--- src/rtl/l1_coh_ctrl.sv ---
module l1_coh_ctrl #(
  parameter int TAG_W   = 8,
  parameter int ENTRIES = 4,
  parameter int ACK_W   = 4
) (
  input  logic             clk,
  input  logic             rst_n,
  input  logic             cpu_valid,
  input  logic [1:0]       cpu_op,
  input  logic [TAG_W-1:0] cpu_tag,
  output logic             cpu_take,
  output logic             cpu_retry,
  input  logic             fwd_valid,
  input  logic [2:0]       fwd_op,
  input  logic [TAG_W-1:0] fwd_tag,
  output logic             fwd_take,
  input  logic             rsp_valid,
  input  logic [1:0]       rsp_op,
  input  logic [TAG_W-1:0] rsp_tag,
  input  logic [ACK_W-1:0] rsp_acks,
  input  logic             rsp_from_l1,
  input  logic             rsp_dirty,
  input  logic [TAG_W-1:0] look_tag,
  output logic [3:0]       look_state,
  output logic [1:0]       look_perm,
  output logic             req_valid,
  output logic [2:0]       req_op,
  output logic [TAG_W-1:0] req_tag,
  output logic             req_dirty,
  output logic             fo_valid,
  output logic             fo_data,
  output logic             fo_to_req,
  output logic             fo_to_l2,
  output logic             fo_dirty,
  output logic [TAG_W-1:0] fo_tag,
  output logic             unb_valid,
  output logic             unb_excl,
  output logic [TAG_W-1:0] unb_tag,
  output logic             rd_done,
  output logic             wr_done,
  output logic [TAG_W-1:0] done_tag
);
  localparam int IW = (ENTRIES > 1) ? $clog2(ENTRIES) : 1;

  localparam logic [3:0] S_NP = 4'd0, S_I = 4'd1, S_S = 4'd2, S_E = 4'd3, S_M = 4'd4;
  localparam logic [3:0] S_IS = 4'd5, S_IM = 4'd6, S_SM = 4'd7, S_ISI = 4'd8, S_MI = 4'd9, S_EI = 4'd10;

  localparam logic [1:0] C_LD = 2'd0, C_IF = 2'd1, C_ST = 2'd2;
  localparam logic [2:0] F_INV = 3'd0, F_GETX = 3'd1, F_UPG = 3'd2, F_GETS = 3'd3, F_GETI = 3'd4;
  localparam logic [1:0] R_DATA = 2'd0, R_DEX = 2'd1, R_ACK = 2'd2;
  localparam logic [2:0] Q_GETS = 3'd0, Q_GETI = 3'd1, Q_GETX = 3'd2, Q_UPG = 3'd3, Q_PUTX = 3'd4;

  logic [3:0]       st_q   [ENTRIES];
  logic [TAG_W-1:0] tag_q  [ENTRIES];
  logic [ACK_W-1:0] pend_q [ENTRIES];
  logic [ENTRIES-1:0] dirty_q;

  wire use_rsp = rsp_valid;
  wire use_fwd = fwd_valid & ~rsp_valid;
  wire use_cpu = cpu_valid & ~rsp_valid & ~fwd_valid;
  wire [TAG_W-1:0] ev_tag = use_rsp ? rsp_tag : (use_fwd ? fwd_tag : cpu_tag);

  logic [ENTRIES-1:0] hit_vec;
  logic [IW-1:0]      hidx, fidx;
  logic               free_any;

  always_comb begin
    hit_vec    = '0;
    hidx       = '0;
    fidx       = '0;
    free_any   = 1'b0;
    look_state = S_NP;
    for (int i = ENTRIES - 1; i >= 0; i--) begin
      if (st_q[i] != S_NP && tag_q[i] == ev_tag) begin
        hit_vec[i] = 1'b1;
        hidx       = IW'(i);
      end
      if (st_q[i] == S_NP) begin
        free_any = 1'b1;
        fidx     = IW'(i);
      end
      if (st_q[i] != S_NP && tag_q[i] == look_tag) look_state = st_q[i];
    end
  end

  always_comb begin
    case (look_state)
      S_S, S_E:                              look_perm = 2'd1;
      S_M:                                   look_perm = 2'd2;
      S_IS, S_IM, S_SM, S_ISI, S_MI, S_EI:   look_perm = 2'd3;
      default:                               look_perm = 2'd0;
    endcase
  end

  wire             hit_any   = |hit_vec;
  wire [3:0]       cur       = hit_any ? st_q[hidx] : S_NP;
  wire             cur_dirty = hit_any & dirty_q[hidx];
  wire [ACK_W-1:0] cur_pend  = hit_any ? pend_q[hidx] : '0;
  wire [ACK_W-1:0] pend_left = cur_pend - rsp_acks;
  wire             all_in    = (pend_left == '0);
  wire             busy      = (cur >= S_IS);

  logic [3:0]       n_st;
  logic             n_dirty, wr_en;
  logic [ACK_W-1:0] n_pend;
  logic [IW-1:0]    widx;
  logic             take_c, retry_c;
  logic             q_v, q_d;
  logic [2:0]       q_op;
  logic             f_v, f_data, f_req, f_l2, f_d;
  logic             u_v, u_x, d_rd, d_wr;

  always_comb begin
    n_st = cur; n_dirty = cur_dirty; n_pend = cur_pend; wr_en = 1'b0; widx = hidx;
    take_c = 1'b0; retry_c = 1'b0;
    q_v = 1'b0; q_op = Q_GETS; q_d = 1'b0;
    f_v = 1'b0; f_data = 1'b0; f_req = 1'b0; f_l2 = 1'b0; f_d = 1'b0;
    u_v = 1'b0; u_x = 1'b0; d_rd = 1'b0; d_wr = 1'b0;
    if (use_rsp) begin
      case (rsp_op)
        R_DATA: begin
          if ((cur == S_IS || cur == S_ISI) && (rsp_from_l1 || all_in)) begin
            n_st = (cur == S_IS) ? S_S : S_I;
            n_dirty = rsp_dirty; wr_en = 1'b1; u_v = 1'b1; d_rd = 1'b1;
          end else if (cur == S_IM) begin
            wr_en = 1'b1;
            if (all_in) begin
              n_st = S_M; n_dirty = 1'b1; u_v = 1'b1; u_x = 1'b1; d_wr = 1'b1;
            end else begin
              n_st = S_SM; n_pend = pend_left; n_dirty = rsp_dirty;
            end
          end
        end
        R_DEX: begin
          if (cur == S_IS || cur == S_ISI) begin
            n_st = S_E; n_dirty = rsp_dirty; wr_en = 1'b1;
            u_v = 1'b1; u_x = 1'b1; d_rd = 1'b1;
          end
        end
        R_ACK: begin
          if (cur == S_SM && all_in) begin
            n_st = S_M; n_dirty = 1'b1; n_pend = '0; wr_en = 1'b1;
            u_v = 1'b1; u_x = 1'b1; d_wr = 1'b1;
          end else if (cur == S_IM || cur == S_SM) begin
            n_pend = pend_left; wr_en = 1'b1;
          end
        end
        default: begin
          if (cur == S_MI) begin
            n_st = S_I; n_dirty = 1'b0; wr_en = 1'b1;
          end
        end
      endcase
    end else if (use_fwd) begin
      case (fwd_op)
        F_INV: begin
          case (cur)
            S_NP, S_I: begin f_v = 1'b1; f_req = 1'b1; end
            S_S, S_E: begin f_v = 1'b1; f_req = 1'b1; n_st = S_I; n_dirty = 1'b0; wr_en = 1'b1; end
            S_M, S_MI: begin
              f_v = 1'b1; f_data = 1'b1; f_l2 = 1'b1; f_d = cur_dirty;
              n_st = S_I; n_dirty = 1'b0; wr_en = 1'b1;
            end
            S_IS, S_ISI: begin f_v = 1'b1; f_req = 1'b1; n_st = S_ISI; wr_en = 1'b1; end
            S_IM, S_SM: begin f_v = 1'b1; f_req = 1'b1; n_st = S_IM; wr_en = 1'b1; end
            default: ;
          endcase
        end
        F_GETX, F_UPG: begin
          if (cur == S_E || cur == S_M || cur == S_MI) begin
            f_v = 1'b1; f_data = 1'b1; f_req = 1'b1; f_d = cur_dirty;
            n_st = S_I; n_dirty = 1'b0; wr_en = 1'b1;
          end
        end
        F_GETS, F_GETI: begin
          if (cur == S_E || cur == S_M || cur == S_MI) begin
            f_v = 1'b1; f_data = 1'b1; f_req = 1'b1; f_l2 = 1'b1; f_d = cur_dirty;
            n_st = (cur == S_MI) ? S_I : S_S; n_dirty = 1'b0; wr_en = 1'b1;
          end
        end
        default: ;
      endcase
    end else if (use_cpu) begin
      if (busy) begin
        retry_c = 1'b1;
      end else if (cpu_op == C_LD || cpu_op == C_IF || cpu_op == C_ST) begin
        if (cpu_op != C_ST && (cur == S_S || cur == S_E || cur == S_M)) begin
          take_c = 1'b1; d_rd = 1'b1;
        end else if (cpu_op == C_ST && cur == S_S) begin
          take_c = 1'b1; q_v = 1'b1; q_op = Q_UPG;
          n_st = S_SM; n_pend = '0; wr_en = 1'b1;
        end else if (cpu_op == C_ST && (cur == S_E || cur == S_M)) begin
          take_c = 1'b1; d_wr = 1'b1; n_st = S_M; n_dirty = 1'b1; wr_en = 1'b1;
        end else if (hit_any || free_any) begin
          take_c = 1'b1; q_v = 1'b1;
          q_op = (cpu_op == C_LD) ? Q_GETS : ((cpu_op == C_IF) ? Q_GETI : Q_GETX);
          n_st = (cpu_op == C_ST) ? S_IM : S_IS;
          n_pend = '0; n_dirty = 1'b0; wr_en = 1'b1;
          widx = hit_any ? hidx : fidx;
        end else begin
          retry_c = 1'b1;
        end
      end else begin
        take_c = 1'b1;
        if (cur == S_I || cur == S_S) begin
          n_st = S_NP; n_dirty = 1'b0; wr_en = 1'b1;
        end else if (cur == S_E || cur == S_M) begin
          q_v = 1'b1; q_op = Q_PUTX; q_d = cur_dirty;
          n_st = S_MI; wr_en = 1'b1;
        end
      end
    end
  end

  assign cpu_take  = take_c;
  assign cpu_retry = retry_c;
  assign fwd_take  = use_fwd;

  always_ff @(posedge clk) begin
    if (!rst_n) begin
      for (int i = 0; i < ENTRIES; i++) begin
        st_q[i]   <= S_NP;
        tag_q[i]  <= '0;
        pend_q[i] <= '0;
      end
      dirty_q <= '0;
    end else if (wr_en) begin
      st_q[widx]    <= n_st;
      tag_q[widx]   <= ev_tag;
      pend_q[widx]  <= n_pend;
      dirty_q[widx] <= n_dirty;
    end
  end

  always_ff @(posedge clk) begin
    if (!rst_n) begin
      req_valid <= 1'b0; req_op <= '0; req_tag <= '0; req_dirty <= 1'b0;
      fo_valid <= 1'b0; fo_data <= 1'b0; fo_to_req <= 1'b0; fo_to_l2 <= 1'b0;
      fo_dirty <= 1'b0; fo_tag <= '0;
      unb_valid <= 1'b0; unb_excl <= 1'b0; unb_tag <= '0;
      rd_done <= 1'b0; wr_done <= 1'b0; done_tag <= '0;
    end else begin
      req_valid <= q_v; req_op <= q_op; req_tag <= ev_tag; req_dirty <= q_d;
      fo_valid <= f_v; fo_data <= f_data; fo_to_req <= f_req; fo_to_l2 <= f_l2;
      fo_dirty <= f_d; fo_tag <= ev_tag;
      unb_valid <= u_v; unb_excl <= u_x; unb_tag <= ev_tag;
      rd_done <= d_rd; wr_done <= d_wr; done_tag <= ev_tag;
    end
  end


  single_hit_chk: assert property (@(posedge clk) disable iff (!rst_n) $onehot0(hit_vec));

  rsp_first_chk: assert property (@(posedge clk) disable iff (!rst_n)
    rsp_valid |-> (!cpu_take && !fwd_take));

  recycle_quiet_chk: assert property (@(posedge clk) disable iff (!rst_n)
    cpu_retry |=> (!req_valid && !rd_done && !wr_done));

  ack_clean_chk: assert property (@(posedge clk) disable iff (!rst_n)
    (fo_valid && !fo_data) |-> (!fo_dirty && fo_to_req && !fo_to_l2));

  unblock_done_chk: assert property (@(posedge clk) disable iff (!rst_n)
    unb_valid |-> (rd_done || wr_done));
endmodule

--- config.mk ---
export PLATFORM = sky130hd
export DESIGN_NAME = l1_coh_ctrl
export DESIGN_NICKNAME = d
export VERILOG_FILES = /design/src/rtl/l1_coh_ctrl.sv
export SDC_FILE = /design/constraint.sdc
export NUM_CORES = 1
export LEC_CHECK = 0
export BUFFER_PORTS_ARGS = -buffer_cell sky130_fd_sc_hd__buf_2
export CORE_ASPECT_RATIO = 0.7
export CORE_MARGIN = 3
export CORE_UTILIZATION = 55
export CTS_CLUSTER_SIZE = 16
export DETAILED_ROUTE_END_ITERATION = 10
export PLACE_DENSITY = 0.75
export SYNTH_ARGS = -nofsm -noshare
export SYNTH_HDL_FRONTEND = slang
export SYNTH_SLANG_ARGS = --single-unit
--- constraint.sdc ---
create_clock -name clk -period 22.5 [get_ports clk]
set_input_delay 4.5 -clock clk [delete_from_list [all_inputs] [get_ports clk]]
set_output_delay 4.5 -clock clk [all_outputs]
set_load 0.05 [all_outputs]
# Yosys cells after proc, flatten, opt, wreduce, memory -nomap -nowiden

Memories as Yosys holds them, arrays and structs flattened.
Cells that the tools add are included.

Bits in registers: 26
Memory bits (writable): 64
Memory bits (read-only): 32
Bits of input ports: 50
Output and inout port bits: 55
Logic and storage cells: 311
Memories: 4

Add/sub/neg operators: 1
$lt $le $gt $ge: 4
Eq/ne operators: 26
Multiplexer cells: 196
Bitwise gates (word level): 10
Reduce and logical (&&, ||, !) cells: 56

Memory list:

| memory          | depth | width | read ports | clocked after Yosys merged registers in | write ports | RTL line | source |
|---|---|---|---|---|---|---|---|
| (no name shown) | 16    | 2     | 1          | 0                                       | 0           | 87       | `case (look_state)` |
| tag_q           | 4     | 8     | 4          | 0                                       | 4           | 54       | `logic [TAG_W-1:0] tag_q [ENTRIES];` |
| pend_q          | 4     | 4     | 1          | 0                                       | 4           | 55       | `logic [ACK_W-1:0] pend_q [ENTRIES];` |
| st_q            | 4     | 4     | 5          | 0                                       | 4           | 53       | `logic [3:0] st_q [ENTRIES];` |

Operators with widths:

| kind                                                 | number |
|---|---|
| 2-to-1 mux 4 bit                                     | 40 |
| 2-to-1 mux 1 bit                                     | 99 |
| equality test 8 bit                                  | 8 |
| 2-to-1 mux 2 bit                                     | 31 |
| one-hot mux 4 bit (3 select lines)                   | 3 |
| OR reduction 8 bit                                   | 4 |
| zero test 4 bit                                      | 6 |
| 2-to-1 mux 8 bit                                     | 3 |
| OR reduction 4 bit                                   | 5 |
| one-hot mux 1 bit (2 select lines)                   | 9 |
| equality test 4 x 3 -> 1 bit (second input constant) | 4 |
| nonzero test 4 bit                                   | 4 |
| logical AND 1 bit                                    | 14 |
| one-hot mux 1 bit (3 select lines)                   | 4 |
| logical OR 1 bit                                     | 11 |
| OR reduction 10 bit                                  | 1 |
| OR reduction 2 bit                                   | 5 |
| 2-to-1 mux 3 bit                                     | 3 |
| equality test 4 x 2 -> 1 bit (second input constant) | 2 |
| equality test 4 bit (second input constant)          | 2 |
| one-hot mux 4 bit (2 select lines)                   | 1 |
| equality test 3 x 2 -> 1 bit (second input constant) | 2 |
| < comparator 2 x 3 -> 1 bit (second input constant)  | 2 |
| NOT 1 bit                                            | 6 |
| 18 further kinds                                     | 24 |

# Longest topological paths before layout

Gate-level depths: netlist of run 1.
An unclocked memory read counts as a cell.

Depth in word-level cells: 28
Mapped depth: 27
Gate-level depth less buffers: 23

# Worst setup path before layout of run 1

Ideal clock, no wire load.

Kind: input-to-output
Start: in look_tag[0]
End: out look_perm[1]
Data arrival time: 8144 ps
Required time: 18000 ps
Setup slack: 9856 ps
Stages: 10
Path buffers: 1
Cells stage by stage: clkbuf_1 -> xnor2_1 -> nand4_1 -> nor3_1 -> a22oi_1 -> nand2_1 -> o21ai_0 -> o21ai_0 -> inv_1 -> o21ai_0

Word-level cells in the longest chain between the ends: 7
Elaborated cells between the ends (all ways): 13
Those cells by class: 4 x eq/ne; 4 x mux; 4 x reduce/logical; 1 x memory

Ends and longest elaborated chain:

| element                       | RTL line | source |
|---|---|---|
| from (decl)                   | 23       | `input logic [TAG_W-1:0] look_tag,` |
| equality test 8 bit           | 82       | `if (st_q[i] != S_NP && tag_q[i] == look_tag) look_state = st_q[i];` |
| logical AND 1 bit             | 82       |  |
| 2-to-1 mux 4 bit (3 in a row) | 82       |  |
| 2-to-1 mux 4 bit *            | 82       |  |
| named net look_state[2]       | 24       | `output logic [3:0] look_state,` |
| memory read (16 x 2 bit) *    | --       |  |
| to (decl)                     | 25       | `output logic [1:0] look_perm,` |

The timed path passes the listed nets; every way through them passes the cells marked *.

# Final worst setup path of run 1

Start: in rsp_valid
End: out cpu_retry

Word-level cells in the longest chain between the ends: 23
Elaborated cells between the ends (all ways): 45
Those cells by class: 1 x order compare; 7 x eq/ne; 20 x mux; 4 x bitwise; 12 x reduce/logical; 1 x memory

Ends and longest elaborated chain:

| element                       | RTL line | source |
|---|---|---|
| from (decl)                   | 17       | `input logic rsp_valid,` |
| NOT 1 bit                     | 59, 60   |  |
| bitwise AND 1 bit             | 59       | `wire use_fwd = fwd_valid & ~rsp_valid;` |
| 2-to-1 mux 8 bit (2 in a row) | 61       | `wire [TAG_W-1:0] ev_tag = use_rsp ? rsp_tag : (use_fwd ? fwd_tag : cpu_tag);` |
| equality test 8 bit           | 74       | `if (st_q[i] != S_NP && tag_q[i] == ev_tag) begin` |
| logical AND 1 bit             | 74       |  |
| 2-to-1 mux 2 bit (4 in a row) | 74       |  |
| memory read (4 x 4 bit)       | --       |  |
| 2-to-1 mux 4 bit              | 96       | `wire [3:0] cur = hit_any ? st_q[hidx] : S_NP;` |
| [... 3 more ...]              | --       |  |
| 2-to-1 mux 1 bit              | 192      | `end else if (cpu_op == C_ST && (cur == S_E \|\| cur == S_M)) begin` |
| 2-to-1 mux 1 bit              | 189      | `end else if (cpu_op == C_ST && cur == S_S) begin` |
| 2-to-1 mux 1 bit              | 187      | `if (cpu_op != C_ST && (cur == S_S \|\| cur == S_E \|\| cur == S_M)) begin` |
| 2-to-1 mux 1 bit              | 186      | `end else if (cpu_op == C_LD \|\| cpu_op == C_IF \|\| cpu_op == C_ST) begin` |
| 2-to-1 mux 1 bit              | 184      | `if (busy) begin` |
| 2-to-1 mux 1 bit              | 183      | `end else if (use_cpu) begin` |
| 2-to-1 mux 1 bit              | 154      | `end else if (use_fwd) begin` |
| 2-to-1 mux 1 bit *            | 119      | `if (use_rsp) begin` |
| to (decl)                     | 12       | `output logic cpu_retry,` |

Every way passes the cells marked *; elsewhere a longest branch is shown, timed or not.

==> flow_summary_export.csv, run 1 <==
group,metric,value,unit
synth,top_cell_types_by_occurrence_after_synthesis,"83 x sky130_fd_sc_hd__nor2_1, 79 x sky130_fd_sc_hd__nand2_1, 64 x sky130_fd_sc_hd__edfxtp_1",
route,via_per_inst,6.964,
die,placement_rows,34,
hold_path,min-delay-path-class,"reg -> reg",
timing,setup-tns-final,0,ps
cells_and_area,multiInputGateArea,4218,µm²
critical_path,end_kind,"output port",
die,die_width,142.8,µm
critical_path,cp_top_family,"buffers and inverters",
timing,timing.final.max_slew_violations,0,
route,final_antenna_net_count,0,
cells_and_area,layout.nets,957,
synth,yosysWarnings,0,
cts,clock_sink_count,90,
cts,path_clk_slew,70,ps
cts,htree_num_levels,3,
cells_and_area,drive_gt1_frac,0.1740,
synth,cell_taking_the_most_area_after_synthesis,"sky130_fd_sc_hd__edfxtp_1",
placement,routabilityCongestion,1.019,
timing,timing.slew.headroom,0.1567,
synth,postSynthNetCount,902,
synth,synth.area.top_cells,"sky130_fd_sc_hd__edfxtp_1 27%, sky130_fd_sc_hd__dfxtp_1 7.2%, sky130_fd_sc_hd__nor2_1 4.3%, sky130_fd_sc_hd__nand2_1 4.1%, sky130_fd_sc_hd__xnor2_1 3.9%",
cells_and_area,footprint_of_the_flip_flops_and_latches,2442,µm²
global_routing,grt_max_degree,84,
die,start_util,0.5718,
cells_and_area,count_of_antenna_diodes_in_the_layout,0,
timing,setup_viol,0,
route,detailroute.via_count,7451,
synth,fraction_of_registers_with_async_set_reset,0,
critical_path,timing.critical_path.slowest_cell_delay,950,ps
critical_path,cp_common_cell,"sky130_fd_sc_hd__buf_2",
die,core_area,12590,µm²
cells_and_area,fill_cells,1069,
route,routedWlPerCell,24.39,µm
power,combinationalPowerShare,0.221,
global_routing,global_route.usage.met2,0.4665,
synth,yosys.cell_types.count,81,
power,power.net_switching,0.0001570,W
timing,ratio_of_final_minimum_period_to_clock_period,0.6019,
synth,yosys.area.top_type_share,0.2669,
power,power_density,59.62,nW/µm²
critical_path,critical_path_slowest_stage_cell,"sky130_fd_sc_hd__clkinv_1",
cells_and_area,utilization,0.6314,
die,boundaryPins,105,
global_routing,number_of_antenna_violations_at_the_first_check_in_global_routing,0,
cts,cts-hold-fix-buffers,0,
placement,dp_cells,1054,
timing,clock.fmax,0.07383,GHz
synth,synth.ff_latch_count,90,
synth,syn-instance-count,848,
synth,synth_area,7201,µm²
critical_path,crit_buf_inv,4,
route,drt_iter0_markers,1067,
route,post-route-drc-count,0,
cells_and_area,final_cell_count_no_fill,1070,
power,worst_ir_drop_vdd,0.05920,mV
critical_path,worst-setup-path-type,"in -> out",
synth,ys_dominant_reg_cell,"sky130_fd_sc_hd__edfxtp_1",
route,routed_wl,26100,µm
critical_path,worst-endpoint-arrival,9040,ps
cts,clockBufferDepth,2,
power,power.static_leakage,3.110,nW
cts,tritoncts,"done",
die,floorplan.die_area,14520,µm²
critical_path,wp_data_required,18000,ps
power,seqPwrFrac,0.407,
route,detailedRoute.firstPassIterationCount,6,
timing,timing_worst_slew_pin_value,1253,ps
power,sw_frac_of_total,0.3312,
timing,clock-skew-final,12.70,ps
power,report.power.total,0.0004740,W
flow_run,timing.max_cap.violations,0,
timing,timing.final.hold_violations,0,
global_routing,globalRoute.totalOverflow,0,
die,chipHeight,101.7,µm
synth,synth.most_common_cell,"sky130_fd_sc_hd__nor2_1",
global_routing,groute.layer.met1.usage,0.5298,
cts,post_cts_resized,0,
cts,post-cts-setup-buffer-count,0,
synth,syn_avg_cell_area,8.491,µm²
synth,post_synthesis_sequential_area_ratio,0.3392,
cts,cts_inserted_buffers,9,
global_routing,vias_in_the_first_global_route,6857,
global_routing,grt_use_met3,0.1614,
power,internal-power,0.0003170,W
critical_path,timing.critical_path.fanout_max,83,
timing,period_minus_slack,13540,ps
outcome,run_status,"finished clean",
timing,rsz0062_at_grt,"false",
global_routing,grt_most_used_layer,"met1",
cts,clock_tree.root_cell,"sky130_fd_sc_hd__clkbuf_16",
placement,placed_cell_area,7616,µm²
cts,clkLatencyLatePin,350,ps
critical_path,timing.critical_path.cells,"buf_2, buf_4, clkinv_1, a211oi_1, nand4b_1, nor4_2, or4b_1, a21oi_1, a211o_1, nand2_1, nor2_1, o31a_1, buf_2",
cells_and_area,finish.instance_area,7950,µm²
global_routing,global_route_wire_length_before_repair,38990,µm
cells_and_area,area_growth_syn_to_layout,10.41,%
synth,synth_enable_flop_cells,64,
global_routing,global_route.usage.total,0.3538,
placement,hpwlAfterDp,19450,µm
critical_path,launching_element_type_of_the_critical_path,"input port",
power,clkPwrFrac,0.372,
placement,place.port_buffers,104,
cell families (layout without fill, tap and decap cells):
kind of cell,after synthesis,after routing,synth area share
xor+xnor,41,41,0.04987
compound gates,236,236,0.2407
flops,90,90,0.3392
simple gates,338,338,0.2393
mux,26,26,0.04657
buf+inv,112,172,0.07506
fa+ha+maj,5,5,0.009384
area by class of cell:
type,count,area share
clock buffers,10,0.03006
multi-input cells,646,0.5305
inverters,42,0.01983
clock inverters,6,0.01196
repair buffers,114,0.07491
well taps,162,0.02550
flip-flops and latches,90,0.3072
layout by cell type (no fill, tap or decap), types with 12 or more instances in the layout:
| master | netlist | final |
|---|---|---|
| sky130_fd_sc_hd__buf_2 | 15 | 104 |
| sky130_fd_sc_hd__nand4_1 | 23 | 23 |
| sky130_fd_sc_hd__mux2i_1 | 13 | 13 |
| sky130_fd_sc_hd__nand3_1 | 22 | 22 |
| sky130_fd_sc_hd__o21ai_0 | 31 | 30 |
| sky130_fd_sc_hd__xnor2_1 | 32 | 32 |
| sky130_fd_sc_hd__nand2b_1 | 12 | 12 |
| sky130_fd_sc_hd__nand2_1 | 79 | 79 |
| sky130_fd_sc_hd__a211oi_1 | 26 | 26 |
| sky130_fd_sc_hd__nor2_1 | 83 | 83 |
| sky130_fd_sc_hd__nor3_1 | 40 | 40 |
| sky130_fd_sc_hd__nor2b_1 | 12 | 12 |
| sky130_fd_sc_hd__inv_1 | 41 | 41 |
| sky130_fd_sc_hd__a21oi_1 | 32 | 32 |
| sky130_fd_sc_hd__dfxtp_1 | 26 | 26 |
| sky130_fd_sc_hd__a211o_1 | 16 | 16 |
| sky130_fd_sc_hd__o211ai_1 | 37 | 37 |
| sky130_fd_sc_hd__edfxtp_1 | 64 | 64 |
worst reg2reg max path, delay by kind of cell (launching register included):
kind	cells	cell delay [ps]
muxes	1	430
AOI/OAI and AO/OA	8	2390
DFF	1	500
xor gates and xnor gates	1	280
adders and majority gates	1	270
and+or+nand+nor	9	3510
metal layers:
layer / part of all wire / wire, µm
met5: 0 / 0
met3: 0.17 / 4520
met1: 0.43 / 11170
met2: 0.39 / 10080
met4: 0.013 / 327
final timing paths:
check,from,end,slack (ps),cells past startpoint
worst min register to register,dirty_q[3],dirty_q[3],460,2
worst max-delay path,rsp_valid,cpu_retry,8960,13
worst min-delay path,dirty_q[3],dirty_q[3],460,2
worst max register to register,st_q[3][0],tag_q[2][3],14750,20
power by group through the flow:
stage                     registers (W)  logic (W)  clock network, W
after CTS                      0.000192   0.000102          0.000176
after global routing           0.000193   0.000111          0.000182
after detailed placement       0.000195   0.000101                 0
final                          0.000193   0.000105          0.000177
after floorplan                0.000196  0.0000733                 0
after global placement         0.000195  0.0000998                 0
per-stage QoR:
step	worst slack, ps	hold WS (ps)
6_report	8956	458.9
5_1_grt	8705	513.1
4_1_cts	9093	460.4
3_5_place_dp	9114	450.4
3_3_place_gp	9362	443.6
2_1_floorplan	9856	433.6
registers in the layout, summed over array words and instances (netlist names), 3 cells and up:
signal / flops
done_tag: 8
st_q: 16
req_op: 3
pend_q: 16
tag_q: 32
dirty_q: 4
No activity file was read; power rests on OpenSTA's default activity.
==> run 2, diff against run 1 <==
- clock period: 22.5 -> 12.7 ns (I/O delays scaled with it)
==> run 2 against run 1 <==
  * Clock power increased by 58%
  * Largest power group unchanged
  * Combinational power is 75% higher
  * Register-to-register slack worse by 9200 ps
  * Non-clock buffer count increased by 1
==> flow_summary_export.csv, run 2 (synthesis gave the netlist of run 1 again) <==
group,metric,value,unit
critical_path,launching_element_type_of_the_critical_path,"input port",
critical_path,timing.critical_path.fanout_max,49,
critical_path,critical_path_slowest_stage_cell,"sky130_fd_sc_hd__clkinv_1",
cts,htree_num_levels,3,
die,placement_rows,34,
cts,path_clk_slew,70,ps
timing,final_critical_path_setup_slack,2697,ps
cts,clock_tree.root_cell,"sky130_fd_sc_hd__clkbuf_16",
die,core_area,12590,µm²
route,wirelength_met1,10920,µm
critical_path,worst-setup-path-type,"in -> reg",
cells_and_area,largest_register_ff_count,32,
global_routing,global_route.usage.total,0.3415,
critical_path,end_kind,"flop",
placement,dp_slack,2616,ps
route,post-route-drc-count,0,
die,boundaryPins,105,
cts,cts_inserted_buffers,9,
route,drt_iter0_markers,997,
route,routed_wl,25330,µm
critical_path,timing.critical_path.slowest_cell_delay,920,ps
route,met3RoutedLength,4352,µm
timing,timing_worst_slew_pin_value,1234,ps
hold_path,min-delay-path-class,"reg -> reg",
critical_path,worst-endpoint-arrival,9980,ps
cts,post_cts_resized,0,
cells_and_area,area_growth_syn_to_layout,10.10,%
power,clkPwrFrac,0.347,
timing,clock.fmax,0.09997,GHz
cells_and_area,count_of_antenna_diodes_in_the_layout,0,
power,worst_ir_drop_vdd,0.1500,mV
route,amount_of_wire_on_met2_after_detailed_routing,9735,µm
cells_and_area,drive_gt1_frac,0.1749,
timing,period_minus_slack,10000,ps
die,floorplan.die_area,14520,µm²
global_routing,grt_max_degree,50,
cells_and_area,reg.largest.list,"tag_q (32), pend_q (16), st_q (16)",
timing,timing.final.max_slew_violations,0,
power,internal-power,0.0005217,W
flow_run,timing.max_cap.violations,0,
timing,setup-tns-final,0,ps
cells_and_area,largest-register,"tag_q",
outcome,run_status,"finished clean",
cts,post-cts-setup-buffer-count,0,
power,seqPwrFrac,0.424,
critical_path,wp_data_required,12680,ps
route,routedWlPerCell,23.65,µm
power,power.net_switching,0.0002841,W
timing,ratio_of_final_minimum_period_to_clock_period,0.7876,
global_routing,globalRoute.totalOverflow,0,
cts,clock_sink_count,90,
cells_and_area,mostFrequentLayoutCell,"sky130_fd_sc_hd__buf_2",
timing,rsz0062_at_grt,"false",
cts,cts-hold-fix-buffers,0,
timing,setup_viol,0,
critical_path,timing.critical_path.cells,"buf_2, clkinv_1, a211o_1, nand4b_1, nor3_1, and3_1, o21ai_1, mux2_2, nor2_1, a21oi_1, and2_1, ha_1, nor2b_1, o21ai_0, nand2b_1, xor2_1, nand2_1, a21o_1, nand3_1, o211ai_1, a211o_1, o211ai_2, nand3_1, nand2_1",
placement,place.port_buffers,104,
timing,whs,470.8,ps
route,detailroute.via_count,7349,
die,start_util,0.5718,
cts,clockBufferDepth,2,
timing,timing.final.hold_violations,0,
placement,routabilityCongestion,1.065,
route,final_antenna_net_count,0,
placement,hpwlAfterDp,19100,µm
die,chipHeight,101.7,µm
timing,clock-skew-final,15.19,ps
cells_and_area,final_cell_mix,"104 x sky130_fd_sc_hd__buf_2, 83 x sky130_fd_sc_hd__nor2_1, 79 x sky130_fd_sc_hd__nand2_1",
timing,timing.slew.headroom,0.1701,
global_routing,number_of_antenna_violations_at_the_first_check_in_global_routing,0,
global_routing,vias_in_the_first_global_route,6647,
power,combinationalPowerShare,0.229,
route,via_per_inst,6.862,
cts,tritoncts,"done",
cells_and_area,layout.nets,958,
global_routing,global_route_wire_length_before_repair,37740,µm
placement,dp_cells,1055,
route,detailedRoute.firstPassIterationCount,5,
cts,clkLatencyLatePin,360,ps
power,power_density,101.6,nW/µm²
route,highest_metal_layer_with_signal_wires,"met4",
die,die_width,142.8,µm
cells_and_area,final_cell_count_no_fill,1071,
power,power.static_leakage,3.100,nW
power,sw_frac_of_total,0.3526,
-- run 2: changes by cell type in the layout (fill, tap and decap cells not counted), sizes merged --
cell	delta
buf	+1
clkinv	+1
inv	+2
clkbuf	-1
bufinv	-2
-- run 2: cell type report --
type / count / area (µm²)
Tap cell: 162 / 202.7
Clock buffer: 9 / 225.2
Multi-Input combinational cell: 646 / 4218
Sequential cell: 90 / 2442
Fill cell: 1083 / 4664
Clock inverter: 7 / 78.83
Inverter: 42 / 157.7
Timing Repair Buffer: 115 / 603.1
-- run 2: critical path: cells and delay by family --
family | cells | cell delay [ps]
AO/OA/AOI/OAI | 8 | 2450
XOR/XNOR | 1 | 290
adder cells (fa/ha/maj) | 1 | 280
buffers and inverters | 2 | 1490
multiplexers | 1 | 410
AND/OR/NAND/NOR | 11 | 2530
-- run 2: worst paths after layout --
| check | end | slack (ps) | startpoint | cells after the start |
|---|---|---|---|---|
| max | pend_q[2][0] | 2700 | rsp_valid | 24 |
| min | dirty_q[3] | 470 | dirty_q[3] | 2 |
| max reg2reg | pend_q[2][0] | 5580 | tag_q[2][0] | 22 |
| min reg2reg | dirty_q[3] | 470 | dirty_q[3] | 2 |
-- run 2: power groups by stage --
stage | clock, W | sequential, W | combinational [W]
6_report | 0.000280 | 0.000342 | 0.000184
3_5_place_dp | 0 | 0.000347 | 0.000178
2_1_floorplan | 0 | 0.000347 | 0.000130
3_3_place_gp | 0 | 0.000346 | 0.000177
4_1_cts | 0.000277 | 0.000340 | 0.000179
5_1_grt | 0.000290 | 0.000342 | 0.000196
-- run 2: routing by layer --
| layer | vias up | global-route usage |
|---|---|---|
| met5 | - | 0 |
| met4 | 0 | 0.05625 |
| met3 | 50 | 0.1576 |
| met2 | 578 | 0.4603 |
| met1 | 3422 | 0.5061 |
| li1 | 3299 | - |
-- run 2: stage by stage --
| stage | util | instance area [µm²] | power [W] |
|---|---|---|---|
| 2_1_floorplan | - | 7201 | 0.0004771 |
| 3_3_place_gp | 0.6054 | 7624 | 0.0005234 |
| 3_5_place_dp | 0.6054 | 7624 | 0.0005247 |
| 4_1_cts | 0.6296 | 7928 | 0.0007964 |
| 5_1_grt | 0.6296 | 7928 | 0.0008274 |
| 6_report | 0.6296 | 7928 | 0.0008058 |
==> run 3, diff against run 2 <==
- CORE_UTILIZATION: 55 -> 53
- PLACE_DENSITY: 0.75 -> 0.76
- clock period: 12.7 -> 8.8 ns (I/O delays scaled with it)
==> run 3 against run 2 <==
  * Final cell count is 2.4% higher
  * Total power rose by 44%
  * Critical endpoint is now tag_q[2][2]
  * Via count rose by 0.80%
  * Largest cell class unchanged
  * Worst hold slack improved by 20 ps
  * Sequential share of layout area fell by 0.34 points
  * Largest power group unchanged
==> flow_summary_export.csv, run 3 (synthesis gave the netlist of run 1 again) <==
group,metric,value,unit
cts,clkLatencyLatePin,360,ps
power,power.static_leakage,3.139,nW
die,core_area,12850,µm²
die,start_util,0.5605,
route,detailedRoute.firstPassIterationCount,7,
timing,timing.final.max_slew_violations,0,
cts,cts-hold-fix-buffers,0,
cells_and_area,fill_cells,1106,
cells_and_area,largest_register_ff_count,32,
cells_and_area,count_of_antenna_diodes_in_the_layout,0,
hold_path,holdPathStages,2,
route,detailroute.via_count,7408,
route,highest_metal_layer_with_signal_wires,"met4",
cells_and_area,mostFrequentLayoutCell,"sky130_fd_sc_hd__buf_2",
critical_path,reg_to_reg_start,"st_q[1][3]",
cts,clock_sink_count,90,
outcome,run_status,"finished clean",
hold_path,min-delay-path-class,"reg -> reg",
critical_path,end_kind,"flop",
critical_path,wp_data_required,8780,ps
die,die_width,145.3,µm
global_routing,grt_max_degree,52,
route,via_per_inst,6.753,
critical_path,worst-setup-path-type,"in -> reg",
cts,tritoncts,"done",
critical_path,timing.critical_path.fanout_max,19,
critical_path,worst_reg2reg_path_length_in_cells,22,
timing,timing.final.hold_violations,0,
critical_path,worst-endpoint-arrival,8220,ps
global_routing,vias_in_the_first_global_route,6678,
cells_and_area,largest-register,"tag_q",
global_routing,globalRoute.totalOverflow,0,
placement,place.port_buffers,104,
timing,clock-skew-final,14.07,ps
timing,clock.fmax,0.1214,GHz
route,amount_of_wire_on_met2_after_detailed_routing,9235,µm
timing,setup-tns-final,0,ps
timing,period_minus_slack,8238,ps
cts,post-cts-setup-buffer-count,0,
route,routedWlPerCell,22.02,µm
die,placement_rows,34,
cells_and_area,layout.nets,966,
placement,hpwlAfterDp,18370,µm
power,power_density,144.4,nW/µm²
cts,clockBufferDepth,2,
timing,ratio_of_final_minimum_period_to_clock_period,0.9362,
cells_and_area,finish.instance_area,8016,µm²
route,met3RoutedLength,4583,µm
die,boundaryPins,105,
power,worst_ir_drop_vdd,0.1261,mV
global_routing,global_route.usage.total,0.3150,
cells_and_area,reg.largest.list,"tag_q (32), pend_q (16), st_q (16)",
cts,cts_inserted_buffers,9,
placement,routabilityCongestion,1.066,
critical_path,launching_element_type_of_the_critical_path,"input port",
global_routing,number_of_antenna_violations_at_the_first_check_in_global_routing,0,
die,chipHeight,103.5,µm
route,routed_wl,24160,µm
cts,clock_tree.root_cell,"sky130_fd_sc_hd__clkbuf_16",
timing,rsz0062_at_grt,"false",
timing,timing.slew.headroom,0.1796,
timing,timing_worst_slew_pin_value,1219,ps
placement,placed_cell_area,7710,µm²
cells_and_area,area_growth_syn_to_layout,11.33,%
hold_path,hold_path.startpoint,"dirty_q[3]",
hold_path,hold_path_end,"dirty_q[3]",
power,report.power.total,0.001158,W
critical_path,r2r_slack,2360,ps
critical_path,r2r-end,"tag_q[2][2]",
route,wirelength_met1,10020,µm
route,final_antenna_net_count,0,
route,drt_iter0_markers,1136,
die,floorplan.die_area,15040,µm²
timing,setup_viol,0,
flow_run,timing.max_cap.violations,0,
cells_and_area,drive_gt1_frac,0.1832,
cts,htree_num_levels,3,
global_routing,global_route_wire_length_before_repair,37710,µm
route,post-route-drc-count,0,
cells_and_area,final_cell_mix,"104 x sky130_fd_sc_hd__buf_2, 83 x sky130_fd_sc_hd__nor2_1, 79 x sky130_fd_sc_hd__nand2_1",
cts,post_cts_resized,0,
cts,path_clk_slew,80,ps
## run 3: cell count changes in the layout (fill, tap and decap cells not counted)
cell                       previous run  this run
sky130_fd_sc_hd__o21ai_2              0         1
sky130_fd_sc_hd__clkinv_4             1         3
sky130_fd_sc_hd__inv_12               0         1
sky130_fd_sc_hd__buf_4               11        19
sky130_fd_sc_hd__clkinv_8             2         1
sky130_fd_sc_hd__inv_8                1         2
sky130_fd_sc_hd__inv_6                3         0
sky130_fd_sc_hd__o21ai_1              6         5
## run 3: how the worst max path moves through the flow
stage | endpoint | from | slack [ps]
2_1_floorplan | dirty_q[3] | fwd_valid | 900
3_3_place_gp | tag_q[2][7] | fwd_valid | 680
3_5_place_dp | tag_q[2][7] | fwd_valid | 400
4_1_cts | tag_q[2][5] | fwd_valid | 700
5_1_grt | tag_q[2][2] | fwd_valid | 170
6_report | tag_q[2][2] | fwd_valid | 560
## run 3: layout make-up
cell class / count / area, µm² / share of cell area
Multi-Input combinational cell: 646 / 4222 / 0.5266
Sequential cell: 90 / 2442 / 0.3047
Timing Repair Buffer: 123 / 663.1 / 0.08272
Clock buffer: 9 / 225.2 / 0.02809
Tap cell: 180 / 225.2 / 0.02809
Inverter: 42 / 157.7 / 0.01967
Clock inverter: 7 / 81.33 / 0.01015
## run 3: worst max-delay path, cell delays in order
cell,delay (ps)
sky130_fd_sc_hd__buf_2,520
sky130_fd_sc_hd__mux2_2,450
sky130_fd_sc_hd__o211ai_1,170
sky130_fd_sc_hd__nand4_1,200
sky130_fd_sc_hd__nor4_2,500
sky130_fd_sc_hd__a211oi_2,170
sky130_fd_sc_hd__o21ai_1,560
sky130_fd_sc_hd__mux2_2,420
sky130_fd_sc_hd__nor2_1,90
sky130_fd_sc_hd__a21oi_1,40
sky130_fd_sc_hd__and2_1,190
sky130_fd_sc_hd__ha_1,280
sky130_fd_sc_hd__nor2b_1,130
sky130_fd_sc_hd__o21ai_0,150
sky130_fd_sc_hd__nand2b_1,110
sky130_fd_sc_hd__xor2_1,300
sky130_fd_sc_hd__nand2_1,90
sky130_fd_sc_hd__a21o_1,180
sky130_fd_sc_hd__nand3_1,100
sky130_fd_sc_hd__o211ai_1,140
sky130_fd_sc_hd__a211o_1,320
sky130_fd_sc_hd__o211ai_2,390
sky130_fd_sc_hd__nand3_1,150
sky130_fd_sc_hd__buf_4,230
sky130_fd_sc_hd__nand2_1,550
## run 3: through the flow
stage,utilization,hold WS [ps],cells,setup WS [ps]
floorplan,-,433.6,848,900.7
global placement,0.6001,445.1,1081,684.7
detailed placement,0.6001,472.7,1081,399.5
CTS,0.6240,483.0,1097,701.4
global route,0.6240,518.2,1097,174.6
finish,0.6240,491.1,1097,561.5
## run 3: per-layer routing
metal,global-route usage,vias up
met2,0.4075,645
met4,0.06911,0
met1,0.4876,3416
met5,0,-
li1,-,3313
met3,0.1222,34
## run 3: where the power goes
part | internal (W) | switching, W
clock network | 0.000204 | 0.000197
logic | 0.0000810 | 0.000183
registers | 0.000470 | 0.0000230
